## src/rtl/tsf_pkg.sv

```systemverilog
package tsf_pkg;
  localparam int unsigned INSTR_BYTES = 4;

  function automatic int unsigned idx_width(input int unsigned n);
    return (n > 1) ? $clog2(n) : 1;
  endfunction
endpackage

```

## src/rtl/tsf_slot_ctr.sv

```systemverilog
module tsf_slot_ctr
  import tsf_pkg::*;
#(
  parameter int unsigned NUM_SLOTS = 8,
  localparam int unsigned SLOT_W = idx_width(NUM_SLOTS)
) (
  input  logic              clk_i,
  input  logic              rst_ni,
  input  logic              hold_i,
  output logic [SLOT_W-1:0] slot_o
);
  localparam logic [SLOT_W-1:0] LAST = SLOT_W'(NUM_SLOTS - 1);

  logic [SLOT_W-1:0] slot_q;

  always_ff @(posedge clk_i or negedge rst_ni) begin
    if (!rst_ni)      slot_q <= '0;
    else if (!hold_i) slot_q <= (slot_q == LAST) ? '0 : slot_q + 1'b1;
  end

  assign slot_o = slot_q;
endmodule

```

## src/rtl/tsf_rr_pick.sv

```systemverilog
module tsf_rr_pick
  import tsf_pkg::*;
#(
  parameter int unsigned WAYS = 2,
  localparam int unsigned IDX_W = idx_width(WAYS)
) (
  input  logic [IDX_W-1:0] ptr_i,
  input  logic [WAYS-1:0]  req_i,
  output logic             gnt_o,
  output logic [IDX_W-1:0] idx_o
);
  // first requester at or after ptr_i, wrapping
  always_comb begin
    gnt_o = 1'b0;
    idx_o = '0;
    for (int off = 0; off < int'(WAYS); off++) begin
      int cand;
      cand = int'(ptr_i) + off;
      if (cand >= int'(WAYS)) cand = cand - int'(WAYS);
      if (!gnt_o && req_i[IDX_W'(cand)]) begin
        gnt_o = 1'b1;
        idx_o = IDX_W'(cand);
      end
    end
  end
endmodule

```

## src/rtl/tsf_ptr_bank.sv

```systemverilog
module tsf_ptr_bank
  import tsf_pkg::*;
#(
  parameter int unsigned NUM_SLOTS = 8,
  parameter int unsigned WAYS      = 2,
  localparam int unsigned SLOT_W = idx_width(NUM_SLOTS),
  localparam int unsigned IDX_W  = idx_width(WAYS)
) (
  input  logic              clk_i,
  input  logic              rst_ni,
  input  logic [SLOT_W-1:0] slot_i,
  input  logic              adv_i,
  input  logic [IDX_W-1:0]  gnt_idx_i,
  output logic [IDX_W-1:0]  ptr_o
);
  localparam logic [IDX_W-1:0] LAST = IDX_W'(WAYS - 1);

  logic [IDX_W-1:0] ptr_q [NUM_SLOTS];
  logic [IDX_W-1:0] ptr_nxt;

  assign ptr_nxt = (gnt_idx_i == LAST) ? '0 : gnt_idx_i + 1'b1;

  always_ff @(posedge clk_i or negedge rst_ni) begin
    if (!rst_ni) begin
      for (int s = 0; s < int'(NUM_SLOTS); s++) ptr_q[s] <= '0;
    end else if (adv_i) begin
      ptr_q[slot_i] <= ptr_nxt;
    end
  end

  assign ptr_o = ptr_q[slot_i];
endmodule

```

## src/rtl/tsf_pc_bank.sv

```systemverilog
module tsf_pc_bank
  import tsf_pkg::*;
#(
  parameter int unsigned     NUM_THREADS = 16,
  parameter int unsigned     PC_W        = 32,
  parameter logic [PC_W-1:0] BOOT_PC     = '0,
  localparam int unsigned TID_W = idx_width(NUM_THREADS)
) (
  input  logic             clk_i,
  input  logic             rst_ni,
  input  logic             adv_i,
  input  logic [TID_W-1:0] adv_tid_i,
  input  logic             redir_i,
  input  logic [TID_W-1:0] redir_tid_i,
  input  logic [PC_W-1:0]  redir_pc_i,
  input  logic [TID_W-1:0] rd_tid_i,
  output logic [PC_W-1:0]  rd_pc_o
);
  logic [PC_W-1:0] pc_q [NUM_THREADS];

  always_ff @(posedge clk_i or negedge rst_ni) begin
    if (!rst_ni) begin
      for (int t = 0; t < int'(NUM_THREADS); t++) pc_q[t] <= BOOT_PC;
    end else begin
      for (int t = 0; t < int'(NUM_THREADS); t++) begin
        if (redir_i && redir_tid_i == TID_W'(t))
          pc_q[t] <= redir_pc_i;
        else if (adv_i && adv_tid_i == TID_W'(t))
          pc_q[t] <= pc_q[t] + PC_W'(INSTR_BYTES);
      end
    end
  end

  assign rd_pc_o = pc_q[rd_tid_i];
endmodule

```

## src/rtl/tsf_fetch_sel.sv

```systemverilog
module tsf_fetch_sel
  import tsf_pkg::*;
#(
  parameter int unsigned     NUM_SLOTS   = 8,
  parameter int unsigned     NUM_THREADS = 16,
  parameter int unsigned     PC_W        = 32,
  parameter logic [PC_W-1:0] BOOT_PC     = '0,
  localparam int unsigned WAYS   = NUM_THREADS / NUM_SLOTS,
  localparam int unsigned SLOT_W = idx_width(NUM_SLOTS),
  localparam int unsigned TID_W  = idx_width(NUM_THREADS),
  localparam int unsigned IDX_W  = idx_width(WAYS)
) (
  input  logic                   clk_i,
  input  logic                   rst_ni,
  input  logic                   freeze_i,
  input  logic [NUM_THREADS-1:0] ready_i,
  input  logic                   redir_i,
  input  logic [TID_W-1:0]       redir_tid_i,
  input  logic [PC_W-1:0]        redir_pc_i,
  output logic [SLOT_W-1:0]      slot_o,
  output logic                   valid_o,
  output logic [TID_W-1:0]       tid_o,
  output logic [PC_W-1:0]        pc_o
);
  logic [SLOT_W-1:0] slot;
  logic [WAYS-1:0]   grp_req;
  logic [IDX_W-1:0]  ptr, gnt_idx;
  logic              gnt, issue;
  logic [TID_W-1:0]  tid;

  tsf_slot_ctr #(.NUM_SLOTS(NUM_SLOTS)) i_slot_ctr (
    .clk_i, .rst_ni, .hold_i(freeze_i), .slot_o(slot)
  );

  // group member k of the current slot is thread slot + NUM_SLOTS*k
  for (genvar k = 0; k < int'(WAYS); k++) begin : g_grp
    assign grp_req[k] = ready_i[TID_W'(slot) + TID_W'(NUM_SLOTS * k)];
  end

  tsf_ptr_bank #(.NUM_SLOTS(NUM_SLOTS), .WAYS(WAYS)) i_ptr_bank (
    .clk_i, .rst_ni, .slot_i(slot), .adv_i(issue), .gnt_idx_i(gnt_idx), .ptr_o(ptr)
  );

  tsf_rr_pick #(.WAYS(WAYS)) i_rr_pick (
    .ptr_i(ptr), .req_i(grp_req), .gnt_o(gnt), .idx_o(gnt_idx)
  );

  assign issue = gnt && !freeze_i;
  assign tid   = TID_W'(slot) + TID_W'(gnt_idx) * TID_W'(NUM_SLOTS);

  tsf_pc_bank #(.NUM_THREADS(NUM_THREADS), .PC_W(PC_W), .BOOT_PC(BOOT_PC)) i_pc_bank (
    .clk_i, .rst_ni,
    .adv_i(issue), .adv_tid_i(tid),
    .redir_i, .redir_tid_i, .redir_pc_i,
    .rd_tid_i(tid), .rd_pc_o(pc_o)
  );

  assign slot_o  = slot;
  assign valid_o = issue;
  assign tid_o   = tid;
endmodule

```

## config.mk

```make
export PLATFORM = sky130hd
export DESIGN_NAME = tsf_fetch_sel
export DESIGN_NICKNAME = d
export VERILOG_FILES = /design/src/rtl/tsf_pkg.sv /design/src/rtl/tsf_slot_ctr.sv /design/src/rtl/tsf_rr_pick.sv /design/src/rtl/tsf_ptr_bank.sv /design/src/rtl/tsf_pc_bank.sv /design/src/rtl/tsf_fetch_sel.sv
export SDC_FILE = /design/constraint.sdc
export NUM_CORES = 2
export LEC_CHECK = 0
export ABC_AREA = 0
export BUFFER_PORTS_ARGS = -buffer_cell sky130_fd_sc_hd__buf_2
export CAP_MARGIN = 20
export CORE_MARGIN = 5
export CORE_UTILIZATION = 58
export CTS_BUF_LIST = sky130_fd_sc_hd__clkbuf_4 sky130_fd_sc_hd__clkbuf_8 sky130_fd_sc_hd__clkbuf_16
export CTS_CLUSTER_DIAMETER = 100
export CTS_CLUSTER_SIZE = 14
export DETAILED_ROUTE_END_ITERATION = 10
export HOLD_SLACK_MARGIN = 0.08
export MAX_ROUTING_LAYER = met4
export PLACE_DENSITY = 0.78
export SLEW_MARGIN = 20
export SYNTH_ARGS = -nofsm -noshare
export SYNTH_HDL_FRONTEND = slang
export SYNTH_SLANG_ARGS = --single-unit
```

## constraint.sdc

```tcl
create_clock -name clk_i -period 3.46 [get_ports clk_i]
set_input_delay 0.346 -clock clk_i [delete_from_list [all_inputs] [get_ports clk_i]]
set_output_delay 0.346 -clock clk_i [all_outputs]
set_load 0.1 [all_outputs]
```

# Word-level counts from Yosys, hierarchy flattened
# Index checks and enable logic that the tools add are counted.
[totals]
ff_bits = 523
in_bits = 56
out_inout_bits = 40
elab_cells = 198
[op_classes]
addsub = 22
magnitude_cmp = 8
n_eq_ne = 31
muxes = 55
bitwise_logic = 2
n_reduce_logical = 55
[ops]
columns = ["cell", "n"]
rows = [
  ["32-bit 2-to-1 mux", 34],
  ["32-bit by 3-bit adder with 32-bit output, second input constant", 16],
  ["32-bit binary-select mux with 4-bit select", 1],
  ["4-bit equality test, second input constant", 16],
  ["1-bit logical AND", 35],
  ["4-bit by 3-bit equality test with 1-bit output, second input constant", 8],
  ["2-bit nonzero test", 16],
  ["4-bit by 2-bit equality test with 1-bit output, second input constant", 4],
  ["1-bit 2-to-1 mux", 15],
  ["8-bit bitwise mux", 1],
  ["4-bit by 1-bit equality test with 1-bit output, second input constant", 2],
  ["4-bit zero test", 2],
  ["1-bit binary-select mux with 3-bit select", 2],
  ["1-bit by 3-bit less-than comparator with 1-bit output, second input constant", 2],
  ["5-bit greater-or-equal comparator, second input constant", 1],
  ["3-bit by 5-bit less-than comparator with 1-bit output, second input constant", 1],
  ["4-bit NOT with 5-bit output", 1],
  ["3-bit by 4-bit adder with 4-bit output", 1],
  ["4-bit greater-or-equal comparator, second input constant", 1],
  ["4-bit by 1-bit less-than comparator with 1-bit output, second input constant", 1],
  ["3-bit NOT with 4-bit output", 1],
  ["3-bit by 1-bit adder with 3-bit output, second input constant", 1],
  ["1-bit demux with 3-bit select", 1],
  ["3-bit equality test, second input constant", 1],
  ["other kinds (7)", 9],
]

# Depth between registers and ports, before layout
[depth]
ltp_word = 18
depth_mapped = 13
ltp_nobuf = 8

# Cells and area by module
# From an unflattened synthesis, not the netlist that was laid out.
[unflattened]
cells_unflattened = 3535
area_unflattened_um2 = 32946.6
[by_module_without_submodules]
columns = ["mod", "n_inst", "cells_per_inst", "area_each_um2", "seq_area_each_um2"]
rows = [
  ["tsf_pc_bank", 1, 3472, 32153.3, 12812.3],
  ["tsf_ptr_bank", 1, 39, 473.0, 200.2],
  ["tsf_fetch_sel", 1, 11, 163.9, 0.0],
  ["tsf_slot_ctr", 1, 11, 142.6, 75.1],
  ["tsf_rr_pick", 1, 2, 13.8, 0.0],
]

# Worst setup path after synthesis
# Ideal clock, no wire load.
[synth_timing]
path_type = "reg2out"
startpoint = "reg i_slot_ctr.slot_q[0] (netlist: i_slot_ctr.slot_o[0])"
endpoint = "out pc_o[28]"
arrival_ps = 4819
t_required_ps = 3114
path_slack_ps = -1705
path_stages_with_launch = 9
n_path_buf = 3
path_cell_list = "dfrtp_1 -> buf_2 -> buf_2 -> mux2i_1 -> o22ai_2 -> o22ai_2 -> clkbuf_1 -> a221oi_1 -> o32ai_1"
[synth_via]
elab_chain_cells = 13
elab_cells_between_ends = 27
cone_classes = "add/sub: 4; order compare: 2; mux: 17; bitwise: 2; reduce/logical: 2"
[synth_lines]
columns = ["item", "line", "source"]
rows = [
  ["start, declared", "tsf_slot_ctr.sv:14", "logic [SLOT_W-1:0] slot_q;"],
  ["start signal, assigned", "tsf_slot_ctr.sv:18", "else if (!hold_i) slot_q <= (slot_q == LAST) ? '0 : slot_q + 1'b1;"],
  ["3-bit NOT with 4-bit output (not written as such) / 1-bit binary-select mux with 3-bit select (equally long branches)", "tsf_ptr_bank.sv:31, tsf_fetch_sel.sv:37", ""],
  ["1-bit binary-select mux with 3-bit select / 1-bit 2-to-1 mux (equally long branches)", "tsf_ptr_bank.sv:31, tsf_fetch_sel.sv:37", ""],
  ["1-bit 2-to-1 mux, on equally long branches (2 in series)", "tsf_ptr_bank.sv:31, tsf_rr_pick.sv:20", ""],
  ["1-bit by 1-bit adder with 2-bit output (tied with other cells)", "tsf_rr_pick.sv:18", "cand = int'(ptr_i) + off;"],
  ["2-bit greater-or-equal comparator (tied with other cells)", "tsf_rr_pick.sv:19", "if (cand >= int'(WAYS)) cand = cand - int'(WAYS);"],
  ["1-bit 2-to-1 mux (tied with other cells)", "tsf_rr_pick.sv:19", ""],
  ["1-bit 2-to-1 mux", "tsf_rr_pick.sv:20", "if (!gnt_o && req_i[IDX_W'(cand)]) begin"],
  ["3-bit by 4-bit adder with 4-bit output (*)", "tsf_fetch_sel.sv:49", "assign tid = TID_W'(slot) + TID_W'(gnt_idx) * TID_W'(NUM_SLOTS);"],
  ["4-bit NOT with 5-bit output (not written as such) (*)", "tsf_pc_bank.sv:34", "assign rd_pc_o = pc_q[rd_tid_i];"],
  ["32-bit binary-select mux with 4-bit select (*)", "tsf_pc_bank.sv:34", ""],
  ["32-bit 2-to-1 mux (not written as such) (*) (2 in series)", "tsf_pc_bank.sv:34", ""],
  ["end, declared", "tsf_fetch_sel.sv:23", "output logic [PC_W-1:0] pc_o"],
]
# Mark *: on every way between the ends. The rest lies on a longest branch, timed or not. The select of a mux whose other input is x is not followed.

# Worst setup path after layout
[layout_timing]
startpoint = "reg i_slot_ctr.slot_q[2] (netlist: i_slot_ctr.slot_o[2])"
endpoint = "out pc_o[0]"
# The elaborated chain is that of the path after synthesis.

==> impl_metrics.ini <==
[die]
die_x_um = 252
io_pins = 96
die_h_um = 252
rows = 88
dieArea_um2 = 63700
core_area_um2 = 57900
start_util_pct = 58.8

[pwr]
power.leakage_uw = 0.0143
p_per_area_nw_per_um2 = 951
finalPower_uw = 36900
vdd_drop_max_mv = 1.30

[detailed_routing]
drt_iter0_markers = 5314
vias_per_cell = 6.98
drt_wl_total_mm = 147
drtAntennaViolNets = 0
drtPass1Iterations = 9
drc_errors = 0
wire_per_inst_um = 30.2
vias = 34100

[layout]
fillCellCount = 4805
final_nets = 4182
drive_above_1_share_pct = 14.8
syn2layout_area_growth_pct = 13.9

[sta]
fmax_mhz = 282
finalCritPeriodShare_pct = 102
final_hold_viol_count = 0
setup_viol = 16
maxSlewHeadroom_pct = 30.6
whs_ps = 183
clock_skew_ps = 27.2
period_needed_ps = 3550
fin_ws_ps = -85.5
drv_slew = 0
tightestPinTransition_ps = 1040

[grt]
grt_usage_pct = 46.3
grt_max_degree = 98
grt_pass1_vias = 31200
antenna_found_initial = 7
overflow = 0
grt_pass1_wl_mm = 214

[yosys]
synth.ff_latch_count = 523
postSynthAreaPerCell_um2 = 8.41
yosysUniqueCellTypes = 90
syn-num-nets = 4128
synthCells = 4051
synthTopCellsByArea = dfrtp_1 (38%), xnor2_1 (7.4%), nand2_1 (6.2%), o21ai_0 (4.1%), nor2_1 (3.9%)
synth_common_cells = nand2_1 (559), dfrtp_1 (523), nor2_1 (355)
syn_area_um2 = 34100
async_flop_share_pct = 100
synth_largest_area_cell = dfrtp_1
ys_seq_area_share_pct = 38.4
synth_top_flop_cell = dfrtp_1
yosys_warnings = 0
synth_edf_count = 0
yosysTopAreaCellShare_pct = 38.4
synth.most_common_cell = nand2_1

[clock_network]
cts_tree = built
clockBufferDepth = 3
htreeDepth = 2
cts_buffers = 43
clock_sinks = 523
clk_latency_ps = 610
root_buffer = clkbuf_16
clk_pin_slew_ps = 80

[critical_path]
worst-r2r-setup-slack_ps = 210
critPathCaptureType = output port
crit_required_ps = 3110
critPathArrivalTime_ps = 3200
crit_fanout = 6
path_class = flop to output port
startpoint_type = flop

[place]
gp_congestion = 1.10
port_buffers = 87
hpwl_mm = 104

[min_path]
holdCritPathClass = input pin to flop

[flow_run]
cap_violations = 0

[outcome]
status = complete, but fails checks
violations = negative setup slack
## repair_timing
item,4_1_cts,5_1_grt
hold buffers,1,0
endpoints found under the setup margin,34,29
setup buffers,12,19
endpoints found under the hold margin,59,0
gates cloned,3,0
resized for setup,79,58
pin swaps,5,15
## cell families (layout without fill, tap and decap cells)
logic type      Yosys count  count (layout)  share of synthesized area [%]
mux                     172             172                           6.14
flops                   523             523                           38.4
xor+xnor                403             403                           10.4
buf+inv                 383             440                           4.59
simple gates           1691            1691                           23.8
compound gates          858             858                           15.9
fa+ha+maj                21              21                          0.772
other cells               0               8                              0
## per-stage QoR
step / TNS, ps / setup slack [ps] / instance area, µm² / util, % / std cells
2_1_floorplan: 0 / 9.11 / 34500 / - / 4051
3_3_place_gp: -25.1 / -25.1 / 36700 / 63.4 / 4791
3_5_place_dp: -128 / -86.1 / 36700 / 63.4 / 4791
4_1_cts: -489 / -65.4 / 38400 / 66.3 / 4855
5_1_grt: -402 / -52.6 / 38800 / 67.0 / 4881
6_report: -547 / -85.5 / 38800 / 67.0 / 4881
## routing by layer
metal  up-vias  wire, µm  part of all wire, %  global-route usage [%]
li1      14600         -                    -                       -
met1     16200     55000                   37                    62.9
met2      2643     57600                   39                    60.5
met3       596     22800                   15                    15.1
met4         0     11700                  7.9                    26.2
met5         -         0                    0                       -
## critical path: stages (launching register included)
cell,delay [ps]
dfrtp_4,550
buf_6,180
buf_4,150
nor2b_4,190
buf_4,210
a221o_1,360
a222oi_1,390
buf_4,220
mux2i_4,120
buf_12,230
## state kept, by name, indices dropped and copies added, names as in the netlist
signal	cells
i_pc_bank.pc_q	512
i_ptr_bank.ptr_q	8
i_slot_ctr.slot_o	3
## layout make-up
type / instances / area, µm² / share of cell area (%)
repair buffers: 317 / 3040 / 7.83
flip-flops and latches: 523 / 13100 / 33.8
clock buffers: 46 / 1100 / 2.83
multi-input cells: 3145 / 20300 / 52.2
clock inverters: 2 / 17.5 / 0.0452
diodes: 8 / 20.0 / 0.0516
inverters: 75 / 289 / 0.745
well taps: 765 / 957 / 2.47
## report_power, final
part	leakage (µW)	internal [µW]	switching, µW
Combinational	0.00734	7620	13900
Sequential	0.00639	7890	2910
Clock	0.000553	2240	2370
## final timing paths
| path | startpoint | endpoint | depth (start not counted) |
|---|---|---|---|
| setup / recovery | i_slot_ctr.slot_o[2] | pc_o[0] | 9 |
| hold / removal | redir_pc_i[1] | i_pc_bank.pc_q[449] | 3 |
| setup reg to reg | i_slot_ctr.slot_o[1] | i_pc_bank.pc_q[223] | 10 |
| hold reg to reg | i_pc_bank.pc_q[193] | i_pc_bank.pc_q[193] | 2 |
| max in group asynchronous | rst_ni | i_slot_ctr.slot_o[1] | 3 |
| min in group asynchronous | rst_ni | i_pc_bank.pc_q[268] | 2 |
## layout by cell type (no fill, tap or decap), types with 35 or more instances in the layout
cell type,n
nand3_1,186
buf_12,46
nor2_1,337
xnor2_1,289
buf_2,53
nor4_1,108
and3_1,66
nor3_1,153
nand4_1,118
a221o_1,42
xor2_1,114
clkbuf_16,43
o21ai_1,38
buf_4,189
dfrtp_1,520
inv_1,72
a21oi_1,216
o21ai_0,271
nand2_1,556
mux2_2,54
mux2i_1,86
a22oi_1,35
(Power assumes the default switching activity.)
